File: src/rtl/otp_prog_pkg.sv
package otp_prog_pkg;

  localparam logic [7:0] OFS_CTRL   = 8'h00;
  localparam logic [7:0] OFS_SET    = 8'h04;
  localparam logic [7:0] OFS_CLR    = 8'h08;
  localparam logic [7:0] OFS_TIMING = 8'h10;
  localparam logic [7:0] OFS_DATA   = 8'h20;

  localparam int BIT_ERR    = 9;
  localparam int BIT_RELOAD = 10;

  typedef struct packed {
    logic [5:0]  rd_w;
    logic [3:0]  relax;
    logic [11:0] prog_w;
  } timing_t;

  typedef enum logic [2:0] {
    S_IDLE,
    S_READ,
    S_STEP,
    S_PULSE,
    S_RELAX,
    S_RECOVER,
    S_RELOAD
  } seq_state_e;

endpackage

File: src/rtl/otp_cycle_cnt.sv
module otp_cycle_cnt #(
  parameter int W = 12
) (
  input  logic         clk,
  input  logic         rst_n,
  input  logic         load,
  input  logic [W-1:0] load_val,
  output logic         zero
);
  logic [W-1:0] cnt_q;

  always_ff @(posedge clk or negedge rst_n) begin
    if (!rst_n)              cnt_q <= '0;
    else if (load)           cnt_q <= load_val;
    else if (cnt_q != '0)    cnt_q <= cnt_q - 1'b1;
  end

  assign zero = (cnt_q == '0);
endmodule

File: src/rtl/otp_ctrl_regs.sv
module otp_ctrl_regs
  import otp_prog_pkg::*;
#(
  parameter int          NUM_WORDS  = 128,
  parameter int          ADDR_W     = 7,
  parameter logic [15:0] UNLOCK_KEY = 16'h3E77,
  parameter timing_t     TIM_RST    = '0
) (
  input  logic                 clk,
  input  logic                 rst_n,
  input  logic                 bus_wr,
  input  logic [7:0]           bus_addr,
  input  logic [31:0]          bus_wdata,
  input  logic                 busy,
  input  logic [NUM_WORDS-1:0] lock_vec,
  output logic [ADDR_W-1:0]    ctrl_addr,
  output logic [15:0]          unlock_val,
  output logic                 err_flag,
  output timing_t              timing,
  output logic                 load_data,
  output logic                 start_prog,
  output logic                 start_reload
);
  logic wr_ctrl, wr_set, wr_clr, wr_tim, wr_data;
  logic can_start, key_ok, word_locked, lock_fault;

  assign wr_ctrl = bus_wr && (bus_addr == OFS_CTRL);
  assign wr_set  = bus_wr && (bus_addr == OFS_SET);
  assign wr_clr  = bus_wr && (bus_addr == OFS_CLR);
  assign wr_tim  = bus_wr && (bus_addr == OFS_TIMING);
  assign wr_data = bus_wr && (bus_addr == OFS_DATA);

  assign can_start    = !busy && !err_flag;
  assign key_ok       = (unlock_val == UNLOCK_KEY);
  assign word_locked  = lock_vec[ctrl_addr];
  assign load_data    = wr_data && can_start;
  assign start_prog   = load_data && key_ok && !word_locked;
  assign lock_fault   = load_data && key_ok && word_locked;
  assign start_reload = (wr_ctrl || wr_set) && bus_wdata[BIT_RELOAD] && can_start;

  always_ff @(posedge clk or negedge rst_n) begin
    if (!rst_n) begin
      ctrl_addr  <= '0;
      unlock_val <= '0;
      err_flag   <= 1'b0;
      timing     <= TIM_RST;
    end else begin
      if (wr_ctrl) begin
        ctrl_addr  <= bus_wdata[ADDR_W-1:0];
        unlock_val <= bus_wdata[31:16];
      end else if (wr_set) begin
        ctrl_addr  <= ctrl_addr | bus_wdata[ADDR_W-1:0];
        unlock_val <= unlock_val | bus_wdata[31:16];
      end else if (wr_clr) begin
        ctrl_addr  <= ctrl_addr & ~bus_wdata[ADDR_W-1:0];
        unlock_val <= unlock_val & ~bus_wdata[31:16];
        if (bus_wdata[BIT_ERR]) err_flag <= 1'b0;
      end else if (wr_tim) begin
        timing <= timing_t'(bus_wdata[21:0]);
      end else if (load_data && key_ok) begin
        unlock_val <= '0;
        if (lock_fault) err_flag <= 1'b1;
      end
    end
  end
endmodule

File: src/rtl/otp_prog_seq.sv
module otp_prog_seq
  import otp_prog_pkg::*;
#(
  parameter int ADDR_W          = 7,
  parameter int DATA_W          = 32,
  parameter int CNT_W           = 12,
  parameter int RECOVERY_CYCLES = 100,
  localparam int BIT_W          = $clog2(DATA_W)
) (
  input  logic              clk,
  input  logic              rst_n,
  input  logic              start_prog,
  input  logic              start_reload,
  input  logic              load_data,
  input  logic [DATA_W-1:0] wdata,
  input  logic [ADDR_W-1:0] tgt_addr,
  input  timing_t           timing,
  input  logic [DATA_W-1:0] fuse_rd_data,
  output logic              busy,
  output logic              reloading,
  output logic [DATA_W-1:0] data_q,
  output logic [ADDR_W-1:0] fuse_addr,
  output logic              fuse_rd_en,
  output logic              fuse_prog_strobe,
  output logic [BIT_W-1:0]  fuse_bit_sel
);
  localparam logic [CNT_W-1:0] REC_LOAD = CNT_W'(RECOVERY_CYCLES - 1);

  seq_state_e       st, nxt;
  logic [BIT_W-1:0] bit_idx;
  logic [ADDR_W-1:0] addr_q;
  logic             cnt_load, cnt_zero, shift, mask, step_done, last_bit;
  logic [CNT_W-1:0] cnt_val;

  otp_cycle_cnt #(.W(CNT_W)) u_cnt (
    .clk      (clk),
    .rst_n    (rst_n),
    .load     (cnt_load),
    .load_val (cnt_val),
    .zero     (cnt_zero)
  );

  assign last_bit = (bit_idx == BIT_W'(DATA_W - 1));

  always_comb begin
    nxt       = st;
    cnt_load  = 1'b0;
    cnt_val   = '0;
    shift     = 1'b0;
    mask      = 1'b0;
    step_done = 1'b0;
    unique case (st)
      S_IDLE: begin
        if (start_prog) begin
          nxt = S_READ;   cnt_load = 1'b1; cnt_val = CNT_W'(timing.rd_w);
        end else if (start_reload) begin
          nxt = S_RELOAD; cnt_load = 1'b1; cnt_val = CNT_W'(timing.rd_w);
        end
      end
      S_READ:    if (cnt_zero) begin mask = 1'b1; nxt = S_STEP; end
      S_STEP: begin
        if (data_q[0]) begin
          nxt = S_PULSE; cnt_load = 1'b1; cnt_val = CNT_W'(timing.prog_w);
        end else begin
          step_done = 1'b1;
        end
      end
      S_PULSE:   if (cnt_zero) step_done = 1'b1;
      S_RELAX:   if (cnt_zero) nxt = S_STEP;
      S_RECOVER: if (cnt_zero) nxt = S_IDLE;
      S_RELOAD:  if (cnt_zero) nxt = S_IDLE;
      default:   nxt = S_IDLE;
    endcase
    if (step_done) begin
      shift    = 1'b1;
      cnt_load = 1'b1;
      if (last_bit) begin
        nxt = S_RECOVER; cnt_val = REC_LOAD;
      end else begin
        nxt = S_RELAX;   cnt_val = CNT_W'(timing.relax);
      end
    end
  end

  always_ff @(posedge clk or negedge rst_n) begin
    if (!rst_n) begin
      st      <= S_IDLE;
      bit_idx <= '0;
      addr_q  <= '0;
      data_q  <= '0;
    end else begin
      st <= nxt;
      if (st == S_IDLE) bit_idx <= '0;
      else if (shift)   bit_idx <= bit_idx + 1'b1;
      if (st == S_IDLE && (start_prog || start_reload)) addr_q <= tgt_addr;
      if (st == S_IDLE && load_data) data_q <= wdata;
      else if (mask)                 data_q <= data_q & ~fuse_rd_data;
      else if (shift)                data_q <= data_q >> 1;
    end
  end

  assign busy             = (st != S_IDLE);
  assign reloading        = (st == S_RELOAD);
  assign fuse_addr        = addr_q;
  assign fuse_rd_en       = (st == S_READ) || (st == S_RELOAD);
  assign fuse_prog_strobe = (st == S_PULSE);
  assign fuse_bit_sel     = bit_idx;
endmodule

File: src/rtl/otp_prog_ctrl.sv
module otp_prog_ctrl
  import otp_prog_pkg::*;
#(
  parameter int          NUM_WORDS       = 128,
  parameter int          RECOVERY_CYCLES = 100,
  parameter logic [15:0] UNLOCK_KEY      = 16'h3E77,
  parameter logic [11:0] PROG_W_RST      = 12'd100,
  parameter logic [3:0]  RELAX_RST       = 4'd1,
  parameter logic [5:0]  READ_W_RST      = 6'd8,
  localparam int ADDR_W = $clog2(NUM_WORDS),
  localparam int DATA_W = 32,
  localparam int BIT_W  = $clog2(DATA_W),
  localparam int REC_W  = $clog2(RECOVERY_CYCLES + 1),
  localparam int CNT_W  = (REC_W > 12) ? REC_W : 12
) (
  input  logic                 clk,
  input  logic                 rst_n,
  input  logic                 bus_wr,
  input  logic [7:0]           bus_addr,
  input  logic [31:0]          bus_wdata,
  output logic [31:0]          bus_rdata,
  input  logic [NUM_WORDS-1:0] lock_vec,
  output logic                 busy,
  output logic [ADDR_W-1:0]    fuse_addr,
  output logic                 fuse_rd_en,
  input  logic [31:0]          fuse_rd_data,
  output logic                 fuse_prog_strobe,
  output logic [BIT_W-1:0]     fuse_bit_sel
);
  localparam timing_t TIM_RST = '{rd_w: READ_W_RST, relax: RELAX_RST, prog_w: PROG_W_RST};

  logic [ADDR_W-1:0] ctrl_addr;
  logic [15:0]       unlock_val;
  logic              err_flag, load_data, start_prog, start_reload, reloading;
  timing_t           timing;
  logic [DATA_W-1:0] data_q;
  logic [31:0]       ctrl_word;

  otp_ctrl_regs #(
    .NUM_WORDS (NUM_WORDS), .ADDR_W (ADDR_W),
    .UNLOCK_KEY(UNLOCK_KEY), .TIM_RST (TIM_RST)
  ) u_regs (
    .clk         (clk),
    .rst_n       (rst_n),
    .bus_wr      (bus_wr),
    .bus_addr    (bus_addr),
    .bus_wdata   (bus_wdata),
    .busy        (busy),
    .lock_vec    (lock_vec),
    .ctrl_addr   (ctrl_addr),
    .unlock_val  (unlock_val),
    .err_flag    (err_flag),
    .timing      (timing),
    .load_data   (load_data),
    .start_prog  (start_prog),
    .start_reload(start_reload)
  );

  otp_prog_seq #(
    .ADDR_W(ADDR_W), .DATA_W(DATA_W), .CNT_W(CNT_W),
    .RECOVERY_CYCLES(RECOVERY_CYCLES)
  ) u_seq (
    .clk             (clk),
    .rst_n           (rst_n),
    .start_prog      (start_prog),
    .start_reload    (start_reload),
    .load_data       (load_data),
    .wdata           (bus_wdata),
    .tgt_addr        (ctrl_addr),
    .timing          (timing),
    .fuse_rd_data    (fuse_rd_data),
    .busy            (busy),
    .reloading       (reloading),
    .data_q          (data_q),
    .fuse_addr       (fuse_addr),
    .fuse_rd_en      (fuse_rd_en),
    .fuse_prog_strobe(fuse_prog_strobe),
    .fuse_bit_sel    (fuse_bit_sel)
  );

  assign ctrl_word = {unlock_val, 5'b0, reloading, err_flag, busy,
                      {(8 - ADDR_W){1'b0}}, ctrl_addr};

  always_comb begin
    unique case (bus_addr)
      OFS_CTRL, OFS_SET, OFS_CLR: bus_rdata = ctrl_word;
      OFS_TIMING:                 bus_rdata = {10'b0, timing};
      OFS_DATA:                   bus_rdata = data_q;
      default:                    bus_rdata = '0;
    endcase
  end
endmodule

File: config.mk
export PLATFORM = sky130hd
export DESIGN_NAME = otp_prog_ctrl
export DESIGN_NICKNAME = d
export VERILOG_FILES = /design/src/rtl/otp_prog_pkg.sv /design/src/rtl/otp_cycle_cnt.sv /design/src/rtl/otp_ctrl_regs.sv /design/src/rtl/otp_prog_seq.sv /design/src/rtl/otp_prog_ctrl.sv
export SDC_FILE = /design/constraint.sdc
export NUM_CORES = 1
export LEC_CHECK = 0
export BUFFER_PORTS_ARGS = -buffer_cell sky130_fd_sc_hd__buf_2
export CAP_MARGIN = 5
export CORE_UTILIZATION = 30
export DETAILED_ROUTE_END_ITERATION = 7
export PLACE_DENSITY_LB_ADDON = 0.15
export SLEW_MARGIN = 20
export SYNTH_ARGS = -nofsm -noshare
export SYNTH_HDL_FRONTEND = slang
export SYNTH_SLANG_ARGS = --single-unit
File: constraint.sdc
create_clock -name clk -period 3.15 [get_ports clk]
set_input_delay 0.315 -clock clk [delete_from_list [all_inputs] [get_ports clk]]
set_output_delay 0.315 -clock clk [all_outputs]
set_load 0.01 [all_outputs]
* After elaboration in Yosys (flattened, before gate mapping) *
Index checks and enable logic that the tools add are counted.

word-level totals
  input bits = 203
  word-level logic and storage cells = 131
  flip-flop bits (word level) = 105
  output and inout port bits = 47

operators by class
  add/subtract/negate cells = 2
  reductions and logical operators = 39
  equality and inequality tests = 20
  order comparisons = 1
  bitwise operators = 11
  mux-type cells = 47

operators by type and width
  operator                                                                  number
  32-bit 2-to-1 mux                                                         3
  32-bit one-hot mux with 3 select lines                                    1
  16-bit 2-to-1 mux                                                         5
  12-bit 2-to-1 mux                                                         5
  32-bit bitwise AND                                                        1
  32-bit NOT                                                                1
  7-bit 2-to-1 mux                                                          4
  12-bit one-hot mux with 2 select lines                                    1
  3-bit 2-to-1 mux                                                          6
  16-bit bitwise AND                                                        1
  16-bit by 14-bit == test with 1-bit output (second input constant)        1
  16-bit NOT                                                                1
  16-bit OR                                                                 1
  1-bit 2-to-1 mux                                                          15
  3-bit one-hot mux with 5 select lines                                     1
  1-bit logical AND                                                         14
  12-bit logical NOT                                                        1
  12-bit nonzero test                                                       1
  12-bit by 1-bit subtractor with 12-bit output (second input constant)     1
  5-bit 2-to-1 mux                                                          2
  3-bit == test (second input constant)                                     3
  3-bit by 1-bit inequality test with 1-bit output (second input constant)  3
  3-bit nonzero test                                                        3
  8-bit by 3-bit == test with 1-bit output (second input constant)          1
  other kinds (30)                                                          44

* Depth between registers and ports, before layout *
  depth after elaboration = 10
  gate-level depth with buffers = 13
  gate-level depth less buffers = 10

* Hierarchy *
Synthesis repeated with hierarchy kept, for this count alone.

second synthesis, totals
  cells, all modules = 698
  area, all modules = 6994.2 µm²

by module, submodules not included
  module         cells each  seq. area each (µm²)  area each (µm²)  times used
  otp_ctrl_regs  245         1157.4                3027.9           1
  otp_prog_seq   313         1176.1                2702.6           1
  otp_cycle_cnt  72          300.3                 716.9            1
  otp_prog_ctrl  68          0.0                   546.8            1

* Worst setup path before layout *
Ideal clock, no wire load.

  path kind = register -> register
  start = reg u_seq.st[2]
  end = reg u_seq.addr_q[0] (netlist: u_seq.fuse_addr[0])
  path buffers = 2
  stages on the path, launching flop included = 11
  data arrival time = 2483 ps
  setup time = 125 ps
  required time = 3025 ps
  slack = 541 ps
  period minus slack after synthesis = 2609 ps
  cell sequence = dfrtp_1 > buf_2 > nor3_2 > inv_1 > nor2_1 > nand3_1 > nor4_4 > o41a_4 > or2_1 > buf_6 > mux2_4

on the way
  longest elaborated chain between the ends = 8
  elaborated cells on any way between the ends = 10
  classes of those cells = reduce/logical: 10

RTL lines
  item                            line                 text
  from (decl)                     otp_prog_seq.sv:29   seq_state_e st, nxt;
  from (signal assigned)          otp_prog_seq.sv:92   st <= nxt;
  3-bit nonzero test *            otp_prog_seq.sv:102  assign busy = (st != S_IDLE);
  net busy                        otp_prog_ctrl.sv:23  output logic busy,
  1-bit logical NOT *             otp_ctrl_regs.sv:33  assign can_start = !busy && !err_flag;
  1-bit logical AND *             otp_ctrl_regs.sv:33
  1-bit logical AND               otp_ctrl_regs.sv:36  assign load_data = wr_data && can_start;
  1-bit logical AND (2 in a row)  otp_ctrl_regs.sv:37  assign start_prog = load_data && key_ok && !word_locked;
  1-bit logical OR *              otp_prog_seq.sv:95   if (st == S_IDLE && (start_prog || start_reload)) addr_q <= tgt_addr;
  1-bit logical AND *             otp_prog_seq.sv:95
  to (signal assigned)            otp_prog_seq.sv:95
  to (decl)                       otp_prog_seq.sv:31   logic [ADDR_W-1:0] addr_q;

The timed path passes the listed nets; every way through them passes the cells marked *.
A chain may end at the register's enable or synchronous reset.

==> results.toml <==
[sta]
fin_ws_ns = 0.1991
hold_violations = 0
fin_crit_sh_pct = 93.68
rsz0062_at_grt = "false"
relSlewSlack_pct = 28.21
max_freq_mhz = 338.9
maxSlewViolCount = 0
period_minus_slack_ns = 2.951
fin_skew_ns = 0.01326
setup_viol = 0
worstMarginPinSlew_ns = 1.071
setup_tns_ns = 0

[layout]
post-route-cell-area_mm2 = 0.008999
final_cells = 1305
utilization_pct = 39.39
fillCellCount = 2364
syn_to_final_growth_pct = 27.61
fin_nets = 1192
drive_gt1_share_pct = 38.08

[yosys]
synth_area_mm2 = 0.007052
synth_edf_count = 0
ys_seq_elements = 105
async_flop_share_pct = 100.0
synth_cells = 752
synth_flop_cell = "dfrtp_1"
syn-num-nets = 959
synth_top_cell_by_area = "dfrtp_1"
yosysSeqAreaShare_pct = 37.35
yosys.cell_count.top_type = "dfrtp_1"
synth_top_cell_area_share_pct = 35.49
synthDistinctLibCells = 68
yosys_warnings = 0
syn_avg_cell_area_um2 = 9.377
ys_top_cells_by_count = "dfrtp_1, a21oi_1, nor2_1"
synth.area.top_cells = "dfrtp_1, mux4_2, a21oi_1"

[critical_path]
start_kind = "register"
cp_data_required_time_ns = 3.39
cp_max_fo = 9
worst-setup-path-type = "register to register"
cp_data_arrival_time_ns = 3.19
crit_path_end_kind = "register"

[place]
io_buffers = 249
placed_cells_incl_taps = 1287
gp_congestion = 0.8698
preCtsSetupSlack_ns = 0.2330
dp_hpwl_um = 19120
place_area_mm2 = 0.008691

[floorplan]
core_mm2 = 0.02285
fp.dieH_um = 155.3
rows = 55
die_area_mm2 = 0.02412
start_util_pct = 30.87
die_w_um = 155.3
io_pins = 250

[drt]
drt_iter0_markers = 576
wl_per_cell_um = 19.15
drcViolationCount = 0
via_count = 6784
top_layer = "met5"
drt-met1-wl_um = 11630
wl_met3_um = 1376
wirelength_um = 25000
ant_nets = 0
via_per_inst = 5.198
firstDrtPassIters = 8
wl_met2_um = 11760

[grt]
grt_first_pass_wirelength_um = 37520
grt_pass1_vias = 6401
grt_overflow_total = 0
grt_usage_pct = 20.42
grt_antenna_before_repair = 2
grt_max_degree = 63

[clocking]
cts_max_level = 3
ctsHoldBuffers = 0
clk_path_buf_depth = 2
cts_buffers = 9
cts_sinks = 105
post_cts_buffers = 0
clockRootBuffer = "clkbuf_16"
cts.clk_slew.worst_paths_ns = 0.07
clkLatencyLatePin_ns = 0.36
tritoncts = "done"
ctsResizeCount = 0

[job]
maxCapViolations = 0

[power]
ir_drop_v = 0.0002132
static-leakage-power_nw = 4.236
pwr_density_cell_mw_per_mm2 = 340.0

[status]
status = "finished clean"

[min_path]
hold_class = "input pin to async pin"
## cells by family after synthesis
kind of cell	share of synthesized area, %
and+or+nand+nor	18.06
DFF	37.35
adders and majority gates	0.7098
AOI/OAI and AO/OA	20.85
xor gates and xnor gates	1.739
buffers and inverters	5.624
muxes	15.67
## report_power, final
| part | switching, mW | internal, mW |
|---|---|---|
| Combinational | 0.215 | 0.233 |
| Clock | 0.549 | 0.624 |
| Sequential | 0.0504 | 1.39 |
## routing by layer
metal | global-route usage, % | up-vias
met1 | 29.19 | 3255
met5 | 0 | -
li1 | - | 3269
met2 | 32.20 | 240
met4 | 4.622 | 2
met3 | 3.370 | 18
## metrics by stage
step,hold slack (ns),power (mW)
after global placement,0.4180,1.914
after detailed placement,0.4112,1.913
final,0.006097,3.059
after global routing,0.04638,3.181
after CTS,0.02316,3.082
after floorplan,0.01941,1.673
## layout by cell type (no fill, tap or decap), types with 3 or more instances in the layout
| cell type | netlist | routed |
|---|---|---|
| buf_2 | 6 | 248 |
| dfrtp_1 | 100 | 99 |
| a21oi_1 | 83 | 83 |
| nor2_1 | 76 | 76 |
| nand2_1 | 64 | 64 |
| o21ai_0 | 42 | 42 |
| buf_4 | 2 | 33 |
| nor3b_1 | 30 | 30 |
| a22o_1 | 28 | 28 |
| mux4_2 | 24 | 24 |
| mux2_2 | 23 | 23 |
| inv_1 | 21 | 21 |
| a22oi_1 | 21 | 21 |
| mux2i_1 | 20 | 20 |
| a222oi_1 | 18 | 18 |
| nand3_1 | 14 | 14 |
| nor3_1 | 13 | 12 |
| clkbuf_16 | 0 | 9 |
| nor4_1 | 8 | 8 |
| o22ai_1 | 8 | 8 |
| xnor2_1 | 8 | 8 |
| and3_1 | 8 | 7 |
| mux2_4 | 7 | 7 |
| xor2_1 | 6 | 6 |
| o21ai_1 | 5 | 5 |
| dfstp_2 | 5 | 5 |
| ha_1 | 4 | 4 |
| nor2b_1 | 3 | 3 |
| and2_1 | 3 | 3 |
| nand4_1 | 3 | 3 |
| or2_2 | 3 | 3 |
| nor4b_1 | 3 | 3 |
| buf_12 | 1 | 3 |
## final cells by class
type,count,area [um^2],area share [%]
Antenna cell,2,5.005,0.05562
Timing Repair Buffer,284,1549,17.21
Inverter,21,78.83,0.8760
Sequential cell,105,2635,29.28
Tap cell,313,391.6,4.352
Clock inverter,7,77.57,0.8621
Clock buffer,9,225.2,2.503
Multi-Input combinational cell,564,4036,44.86
## registers in the layout, indices dropped and copies added, names as in the netlist, named ones only
signal and flops:
u_regs.unlock_val 16, u_seq.fuse_bit_sel 5, u_regs.timing 22, u_seq.fuse_addr 7, u_seq.u_cnt.cnt_q 12, u_seq.st 3
u_regs.err_flag 1, u_seq.data_q 32
## final timing paths
| path | startpoint | endpoint | slack [ns] | cells after the start |
|---|---|---|---|---|
| setup / recovery | register | u_seq.fuse_addr[4]$_DFFE_PN0P_ | 0.20 | 8 |
| hold / removal | rst_n | u_regs.timing[14]$_DFFE_PN0P_ | 0.006 | 1 |
| setup reg to reg | register | u_seq.fuse_addr[4]$_DFFE_PN0P_ | 0.20 | 8 |
| hold reg to reg | u_seq.fuse_addr[6]$_DFFE_PN0P_ | u_seq.fuse_addr[6]$_DFFE_PN0P_ | 0.53 | 1 |
| max in group asynchronous | rst_n | u_regs.timing[5]$_DFFE_PN1P_ | 2.31 | 2 |
| min in group clk | bus_wdata[9] | u_regs.err_flag$_DFFE_PN0P_ | 0.19 | 2 |
## worst max-delay path, stage by stage, from the launching register on
cell	delay, ns
dfrtp_1	0.42
or3b_1	0.52
o22ai_1	0.27
nor4b_1	0.09
nand3_1	0.09
nand2_1	0.13
o41a_4	0.50
or2_1	0.44
mux2_4	0.37
Power figures use the tool's default switching activity.
